==> src/rtl/sp_pkg.sv <==
package sp_pkg;
  typedef enum logic [1:0] {
    K_READ  = 2'd0,
    K_WRITE = 2'd1,
    K_FETCH = 2'd2,
    K_CFG   = 2'd3
  } acc_kind_t;

  typedef enum logic [1:0] {
    C_NONE         = 2'd0,
    C_NS_TO_SEC    = 2'd1,
    C_SEC_FETCH_NS = 2'd2,
    C_BAD_CFG      = 2'd3
  } cause_t;

  typedef struct packed {
    logic   grant;
    cause_t cause;
  } verdict_t;
endpackage

==> src/rtl/sp_bound_reg.sv <==
module sp_bound_reg #(
  parameter int ADDR_W = 16,
  parameter logic [ADDR_W-1:0] BOUND_RST = '0
) (
  input  logic              clk,
  input  logic              rst_n,
  input  logic              wr_en,
  input  logic [ADDR_W-1:0] wr_data,
  output logic [ADDR_W-1:0] bound
);
  logic [ADDR_W-1:0] bound_nxt;

  always_comb begin
    bound_nxt = bound;
    if (wr_en) bound_nxt = wr_data;
  end

  always_ff @(posedge clk or negedge rst_n) begin
    if (!rst_n) bound <= BOUND_RST;
    else        bound <= bound_nxt;
  end
endmodule

==> src/rtl/sp_perm.sv <==
module sp_perm
  import sp_pkg::*;
#(
  parameter int ADDR_W = 16
) (
  input  logic              part_en,
  input  logic              world_sec,
  input  acc_kind_t         kind,
  input  logic [ADDR_W-1:0] addr,
  input  logic [ADDR_W-1:0] bound,
  output verdict_t          verdict,
  output logic              cfg_ok
);
  logic eff_sec;
  logic in_sec;

  assign eff_sec = world_sec & part_en;
  assign in_sec  = part_en & (addr < bound);
  assign cfg_ok  = (kind == K_CFG) & eff_sec;

  always_comb begin
    verdict = '{grant: 1'b1, cause: C_NONE};
    if (kind == K_CFG) begin
      if (!eff_sec) verdict = '{grant: 1'b0, cause: C_BAD_CFG};
    end else if (in_sec && !eff_sec) begin
      verdict = '{grant: 1'b0, cause: C_NS_TO_SEC};
    end else if (!in_sec && eff_sec && kind == K_FETCH) begin
      verdict = '{grant: 1'b0, cause: C_SEC_FETCH_NS};
    end
  end
endmodule

==> src/rtl/sp_resp.sv <==
module sp_resp
  import sp_pkg::*;
#(
  parameter int DATA_W = 32
) (
  input  logic              clk,
  input  logic              rst_n,
  input  logic              req_valid,
  input  acc_kind_t         kind,
  input  verdict_t          verdict,
  input  logic [DATA_W-1:0] mem_rdata,
  output logic              resp_valid,
  output logic              resp_grant,
  output logic [1:0]        resp_cause,
  output logic [DATA_W-1:0] resp_rdata,
  output logic              mem_commit
);
  logic              valid_nxt, grant_nxt, commit_nxt;
  logic [1:0]        cause_nxt;
  logic [DATA_W-1:0] rdata_nxt;
  logic              data_en;

  assign data_en = req_valid | resp_valid;

  always_comb begin
    valid_nxt  = req_valid;
    grant_nxt  = req_valid & verdict.grant;
    cause_nxt  = req_valid ? verdict.cause : C_NONE;
    commit_nxt = grant_nxt & (kind == K_WRITE);
    rdata_nxt  = (grant_nxt && kind == K_READ) ? mem_rdata : '0;
  end

  always_ff @(posedge clk or negedge rst_n) begin
    if (!rst_n) begin
      resp_valid <= 1'b0;
      resp_grant <= 1'b0;
      resp_cause <= 2'd0;
      mem_commit <= 1'b0;
      resp_rdata <= '0;
    end else begin
      resp_valid <= valid_nxt;
      resp_grant <= grant_nxt;
      resp_cause <= cause_nxt;
      mem_commit <= commit_nxt;
      if (data_en) resp_rdata <= rdata_nxt;
    end
  end
endmodule

==> src/rtl/sp_partition_check.sv <==
module sp_partition_check
  import sp_pkg::*;
#(
  parameter int ADDR_W = 16,
  parameter int DATA_W = 32,
  parameter logic [ADDR_W-1:0] BOUND_RST = '0
) (
  input  logic              clk,
  input  logic              rst_n,
  input  logic              part_en,
  input  logic              req_valid,
  input  logic [1:0]        req_kind,
  input  logic              req_secure,
  input  logic [ADDR_W-1:0] req_addr,
  input  logic [DATA_W-1:0] req_wdata,
  input  logic [DATA_W-1:0] mem_rdata,
  output logic              resp_valid,
  output logic              resp_grant,
  output logic [1:0]        resp_cause,
  output logic [DATA_W-1:0] resp_rdata,
  output logic              mem_commit,
  output logic [ADDR_W-1:0] cfg_bound
);
  localparam int CFG_W = (ADDR_W < DATA_W) ? ADDR_W : DATA_W;

  acc_kind_t         kind;
  verdict_t          verdict;
  logic              cfg_ok;
  logic [ADDR_W-1:0] cfg_data;

  assign kind = acc_kind_t'(req_kind);

  always_comb begin
    cfg_data = '0;
    cfg_data[CFG_W-1:0] = req_wdata[CFG_W-1:0];
  end

  sp_perm #(.ADDR_W(ADDR_W)) u_perm (
    .part_en  (part_en),
    .world_sec(req_secure),
    .kind     (kind),
    .addr     (req_addr),
    .bound    (cfg_bound),
    .verdict  (verdict),
    .cfg_ok   (cfg_ok)
  );

  sp_bound_reg #(.ADDR_W(ADDR_W), .BOUND_RST(BOUND_RST)) u_bound (
    .clk    (clk),
    .rst_n  (rst_n),
    .wr_en  (req_valid & cfg_ok),
    .wr_data(cfg_data),
    .bound  (cfg_bound)
  );

  sp_resp #(.DATA_W(DATA_W)) u_resp (
    .clk       (clk),
    .rst_n     (rst_n),
    .req_valid (req_valid),
    .kind      (kind),
    .verdict   (verdict),
    .mem_rdata (mem_rdata),
    .resp_valid(resp_valid),
    .resp_grant(resp_grant),
    .resp_cause(resp_cause),
    .resp_rdata(resp_rdata),
    .mem_commit(mem_commit)
  );
endmodule

==> config.mk <==
export PLATFORM = sky130hd
export DESIGN_NAME = sp_partition_check
export DESIGN_NICKNAME = d
export VERILOG_FILES = /design/src/rtl/sp_pkg.sv /design/src/rtl/sp_bound_reg.sv /design/src/rtl/sp_perm.sv /design/src/rtl/sp_resp.sv /design/src/rtl/sp_partition_check.sv
export SDC_FILE = /design/constraint.sdc
export NUM_CORES = 1
export LEC_CHECK = 0
export BUFFER_PORTS_ARGS = -buffer_cell sky130_fd_sc_hd__buf_4
export CORE_AREA = 2 2 114 61
export DETAILED_ROUTE_END_ITERATION = 7
export DIE_AREA = 0 0 116 63
export HOLD_SLACK_MARGIN = 0.1
export PLACE_DENSITY_LB_ADDON = 0.08
export SETUP_SLACK_MARGIN = 0.4
export SLEW_MARGIN = 20
export SYNTH_ARGS = -nofsm -noshare
export SYNTH_HDL_FRONTEND = slang
export SYNTH_SLANG_ARGS = --single-unit
==> constraint.sdc <==
create_clock -name clk -period 1.8 [get_ports clk]
set_input_delay 0.27 -clock clk [delete_from_list [all_inputs] [get_ports clk]]
set_output_delay 0.27 -clock clk [all_outputs]
set_load 0.01 [all_outputs]
Word-level counts from Yosys, hierarchy flattened --
Index checks and enable logic that the tools add are counted.
Storage, ports and cells: register bits after elaboration 53, latch bits 0, memory bits (writable) 0, memory bits (read-only) 0, input bits 87, logic and storage cells 30, memories 0
Cells by class: $add $sub $neg 0, multipliers 0, div/mod/pow operators 0, magnitude comparators 1, equal/unequal tests 3, shift operators 0, mux-type cells 6, bitwise operators 7, reduce and logical (&&, ||, !) cells 7
Operator list (number):
- 2-to-1 mux 32 bit | 1
- less-than comparator 16 bit | 1
- 2-to-1 mux 3 bit | 4
- bitwise AND 1 bit | 6
- == test 2 bit, second input constant | 2
- logical AND 1 bit | 4
- == test 2 x 1 -> 1 bit, second input constant | 1
- logical NOT 1 bit | 2
- logical NOT 2 bit | 1
- 2-to-1 mux 2 bit | 1
- bitwise OR 1 bit | 1

Depth between registers and ports, before layout --
word-level depth 11, gate-level depth with buffers 8

Modules after synthesis --
From an unflattened synthesis, not the netlist that was laid out.
Unflattened totals: cell total of the unflattened synthesis 181, area total of the unflattened synthesis 2409.8 µm²
By module, submodules not included:
- sp_resp | times used 1, cells each 82, area an instance 1303.8 µm²
- sp_bound_reg | times used 1, cells each 34, area an instance 649.4 µm²
- sp_perm | times used 1, cells each 64, area an instance 450.4 µm²
- sp_partition_check | times used 1, cells each 1, area an instance 6.3 µm²

Worst setup path after synthesis --
No wires, ideal clock.
kind register -> register, start reg u_bound.bound[15], end reg u_resp.resp_rdata[0], arrival time 2.025 ns, required time 1.735 ns, slack -0.291 ns, stages on the path, launching flop included 9, buffers on the path 1, clock period less this slack 2.091 ns, cells stage by stage dfrtp_1 -> inv_1 -> ha_1 -> nand4_1 -> nor3_2 -> a31oi_2 -> a2111oi_4 -> buf_6 -> a22o_1
On the way: word-level cells in the longest chain between the ends 11
RTL lines:
- from (decl) | line sp_bound_reg.sv:9 | output logic [ADDR_W-1:0] bound
- from (signal assigned) | line sp_bound_reg.sv:20 | else bound <= bound_nxt;
- less-than comparator 16 bit * | line sp_perm.sv:18 | assign in_sec = part_en & (addr < bound);
- bitwise AND 1 bit * | line sp_perm.sv:18
- logical NOT 1 bit | line sp_perm.sv:27 | end else if (!in_sec && eff_sec && kind == K_FETCH) begin
- logical AND 1 bit (2 in series) | line sp_perm.sv:27
- 2-to-1 mux 3 bit | line sp_perm.sv:27
- 2-to-1 mux 3 bit * | line sp_perm.sv:25 | end else if (in_sec && !eff_sec) begin
- 2-to-1 mux 3 bit * | line sp_perm.sv:23 | if (kind == K_CFG) begin
- bitwise AND 1 bit * | line sp_resp.sv:27 | grant_nxt = req_valid & verdict.grant;
- logical AND 1 bit * | line sp_resp.sv:30 | rdata_nxt = (grant_nxt && kind == K_READ) ? mem_rdata : '0;
- 2-to-1 mux 32 bit * | line sp_resp.sv:30
- to (signal assigned) | line sp_resp.sv:45 | if (data_en) resp_rdata <= rdata_nxt;
- to (decl) | line sp_resp.sv:15 | output logic [DATA_W-1:0] resp_rdata,
Every way passes the cells marked *; elsewhere a longest branch is shown, timed or not. A chain may end at the register's enable or synchronous reset.

Worst setup path after layout --
start reg u_bound.bound[9], end reg u_resp.resp_rdata[20]
Same word-level chain as after synthesis.

==> results.sh <==
export IMPL_outcome="finished, violations left"
export IMPL_violations="setup timing"
export IMPL_fin_cells=429
export IMPL_rsz0062_at_grt="yes"
export IMPL_fin_util=0.626
export IMPL_cap_viol_max_count=0
export IMPL_design_area_mm2=0.00398
export IMPL_hp_class="in -> reg"
export IMPL_clk_path_buf_depth=2
export IMPL_crit_chain="inv_2 -> ha_4 -> nand4_1 -> nor3_2 -> a31oi_2 -> a2111oi_4 -> buf_6 -> clkbuf_16 -> a22o_1"
export IMPL_worst_slack_ns=-0.307
export IMPL_ant_nets=0
export IMPL_crit_fanout=8
export IMPL_finalSetupViolCount=36
export IMPL_die_area_mm2=0.00731
export IMPL_clock_skew_final_ns=0.00756
export IMPL_wirelength_met1_mm=3.24
export IMPL_syn_area_mm2=0.00237
export IMPL_synth_seq_cells=53
export IMPL_top_layer_used="met4"
export IMPL_dr_pass1_iters=4
export IMPL_overflow=0
export IMPL_layout_drive_gt1_share=0.567
export IMPL_drcViolationCount=0
export IMPL_core_area_mm2=0.00636
export IMPL_antenna_cells=0
export IMPL_grt_usage=0.174
export IMPL_die_x_um=116
export IMPL_nets=438
export IMPL_tightest_slew_ns=0.679
export IMPL_start_util=0.373
export IMPL_endpoint_kind="register"
export IMPL_antenna_found_initial=0
export IMPL_arrival_ns=2.33
export IMPL_ys_types=30
export IMPL_fmax_ghz=0.475
export IMPL_ir_drop_mv=0.419
export IMPL_finalCritPeriodShare=1.17
export IMPL_globalplace_congestion=0.763
export IMPL_slew_headroom=0.547
export IMPL_rows=21
export IMPL_die_h_um=63
export IMPL_leakagePower_uw=0.00206
export IMPL_cts_root_buf="clkbuf_16"
export IMPL_hold_violations=0
export IMPL_port_buffers=123
export IMPL_grt_max_degree=54
export IMPL_fin_crit_ns=2.11
export IMPL_placedCellCount=411
export IMPL_critical_path_class="reg -> reg"
export IMPL_syn_nets=285
export IMPL_cpPeakStageDelay_ns=0.37
export IMPL_yosysWarnings=0
export IMPL_drt_iter0_markers=145
export IMPL_grt_first_pass_wirelength_mm=9.93
export IMPL_dr_wl_met3_um=412
export IMPL_crit_buf_inv=3
export IMPL_synthArstFlopShare=1.00
export IMPL_grt_pass1_vias=2012
export IMPL_numCtsBuffers=5
export IMPL_cp_data_required_time_ns=2.02
export IMPL_slew_violations=0
export IMPL_area_growth_pct=67.8
export IMPL_vias=2009
export IMPL_synth_edf_count=0
export IMPL_drt_wl_total_mm=6.54
export IMPL_crit_start="u_bound.bound[9]"
export IMPL_slowest_stage="dfrtp_1"
export IMPL_avgRoutedWirePerCell_um=15.2
export IMPL_h_tree_depth=2
export IMPL_vias_per_cell=4.68
export IMPL_cts_tree="yes"
export IMPL_post_dp_hpwl_mm=4.33
export IMPL_synthesis_instances=183
export IMPL_synthFlopType="dfrtp_1"
export IMPL_path_clk_slew_ns=0.07
export IMPL_crit_family="compound AO/OA/AOI/OAI gates"
export IMPL_min_delay_start="req_valid"
export IMPL_clkLatencyLatePin_ns=0.29
export IMPL_start_kind="register"
export IMPL_fillers=523
export IMPL_pin_count=140
export IMPL_post_dp_cell_area_mm2=0.00361
export IMPL_cts_sinks=53
export IMPL_power_uw=3560
export IMPL_ys_seq_area_frac=0.559
export IMPL_synth_area_per_cell_um2=13.0
export IMPL_powerDensity_mw_per_mm2=894
export IMPL_wl_met2_mm=2.84
export IMPL_r2r_start="u_bound.bound[9]"
==> cells by family after synthesis <==
logic type | Yosys count | share of synthesized area
adders and majority gates | 15 | 0.0792
buffers and inverters | 25 | 0.0496
AOI/OAI and AO/OA | 53 | 0.186
DFF | 53 | 0.559
muxes | 16 | 0.0760
and+or+nand+nor | 21 | 0.0496
==> through the flow <==
stage | setup TNS (ns) | setup slack, ns | hold WS (ns)
2_1_floorplan | -6.15 | -0.200 | -0.0256
3_3_place_gp | -9.82 | -0.312 | 0.355
3_5_place_dp | -10.12 | -0.324 | 0.357
4_1_cts | -9.70 | -0.318 | 0.131
5_1_grt | -15.39 | -0.468 | 0.126
6_report | -9.69 | -0.307 | 0.141
==> routing by layer <==
metal / GRT usage / vias up
li1: - / 983
met1: 0.254 / 951
met2: 0.257 / 71
met3: 0.0466 / 4
met4: 0.0461 / 0
met5: 0 / -
==> sequential cells by signal, summed over array words and instances, names as in the netlist <==
register,count
u_resp.resp_grant,1
u_resp.resp_rdata,32
u_resp.resp_valid,1
u_bound.bound,16
u_resp.resp_cause,2
u_resp.mem_commit,1
==> report_power, final <==
| part | internal, µW | total [µW] | leakage (µW) | switching (µW) |
|---|---|---|---|---|
| Combinational | 636 | 1090 | 0.00128 | 457 |
| Clock | 659 | 1090 | 0.0000842 | 426 |
| Sequential | 1310 | 1380 | 0.000698 | 68.5 |
==> repair_timing <==
item                       CTS  global route
setup buffers                4             2
setup endpoints to repair   36            36
gates resized for setup     12             5
pin swaps                    4             3
cloned                       0             3
hold buffers                 1             0
hold endpoints to repair    53             0
==> layout by cell type, fill, tap and decap left out, types with 2 or more instances in the layout <==
| cell | synthesis | routed |
|---|---|---|
| a2111oi_4 | 1 | 2 |
| a21oi_1 | 7 | 6 |
| a22o_1 | 33 | 33 |
| a31oi_1 | 2 | 2 |
| buf_4 | 0 | 145 |
| buf_6 | 3 | 5 |
| clkbuf_16 | 0 | 7 |
| dfrtp_1 | 53 | 53 |
| ha_1 | 15 | 10 |
| ha_4 | 0 | 5 |
| inv_1 | 17 | 12 |
| inv_2 | 0 | 5 |
| mux2_1 | 16 | 7 |
| mux2_4 | 0 | 9 |
| nand2_1 | 7 | 6 |
| nand2b_1 | 2 | 2 |
| nand4_1 | 4 | 4 |
| nor3b_1 | 2 | 2 |
| o21ai_0 | 2 | 2 |
==> Yosys cell counts, drive strengths merged (2+ instances only) <==
library cell | instances | share of area
o21ai | 3 | 0.0063
a21oi | 7 | 0.015
nand2 | 7 | 0.011
a31oi | 3 | 0.011
nor3b | 2 | 0.0063
mux2 | 16 | 0.076
inv | 17 | 0.027
nand4 | 4 | 0.011
ha | 15 | 0.079
a2111oi | 2 | 0.015
buf | 4 | 0.016
a22o | 33 | 0.12
nand2b | 2 | 0.0053
nor3 | 2 | 0.0063
clkbuf | 4 | 0.0063
dfrtp | 53 | 0.56
==> layout make-up <==
class	instances	area (µm²)	area share
sequential	53	1330	0.333
timing repair buffer	154	1220	0.308
multi-input combinational	105	1080	0.271
clock buffer	5	125	0.0314
tap	92	115	0.0289
inverter	17	63.8	0.0160
clock inverter	3	43.8	0.0110
==> worst paths after layout <==
kind / end / cells past startpoint / slack, ns
min reg2reg: u_resp.resp_rdata[24] / 1 / 0.51
min in group asynchronous: u_bound.bound[6] / 2 / 0.57
min: u_resp.resp_valid / 1 / 0.14
max in group asynchronous: u_resp.resp_rdata[22] / 2 / 0.78
max: u_resp.resp_rdata[20] / 9 / -0.31
max reg2reg: u_resp.resp_rdata[20] / 9 / -0.31
Note: power is estimated with default switching activity, not from simulation.
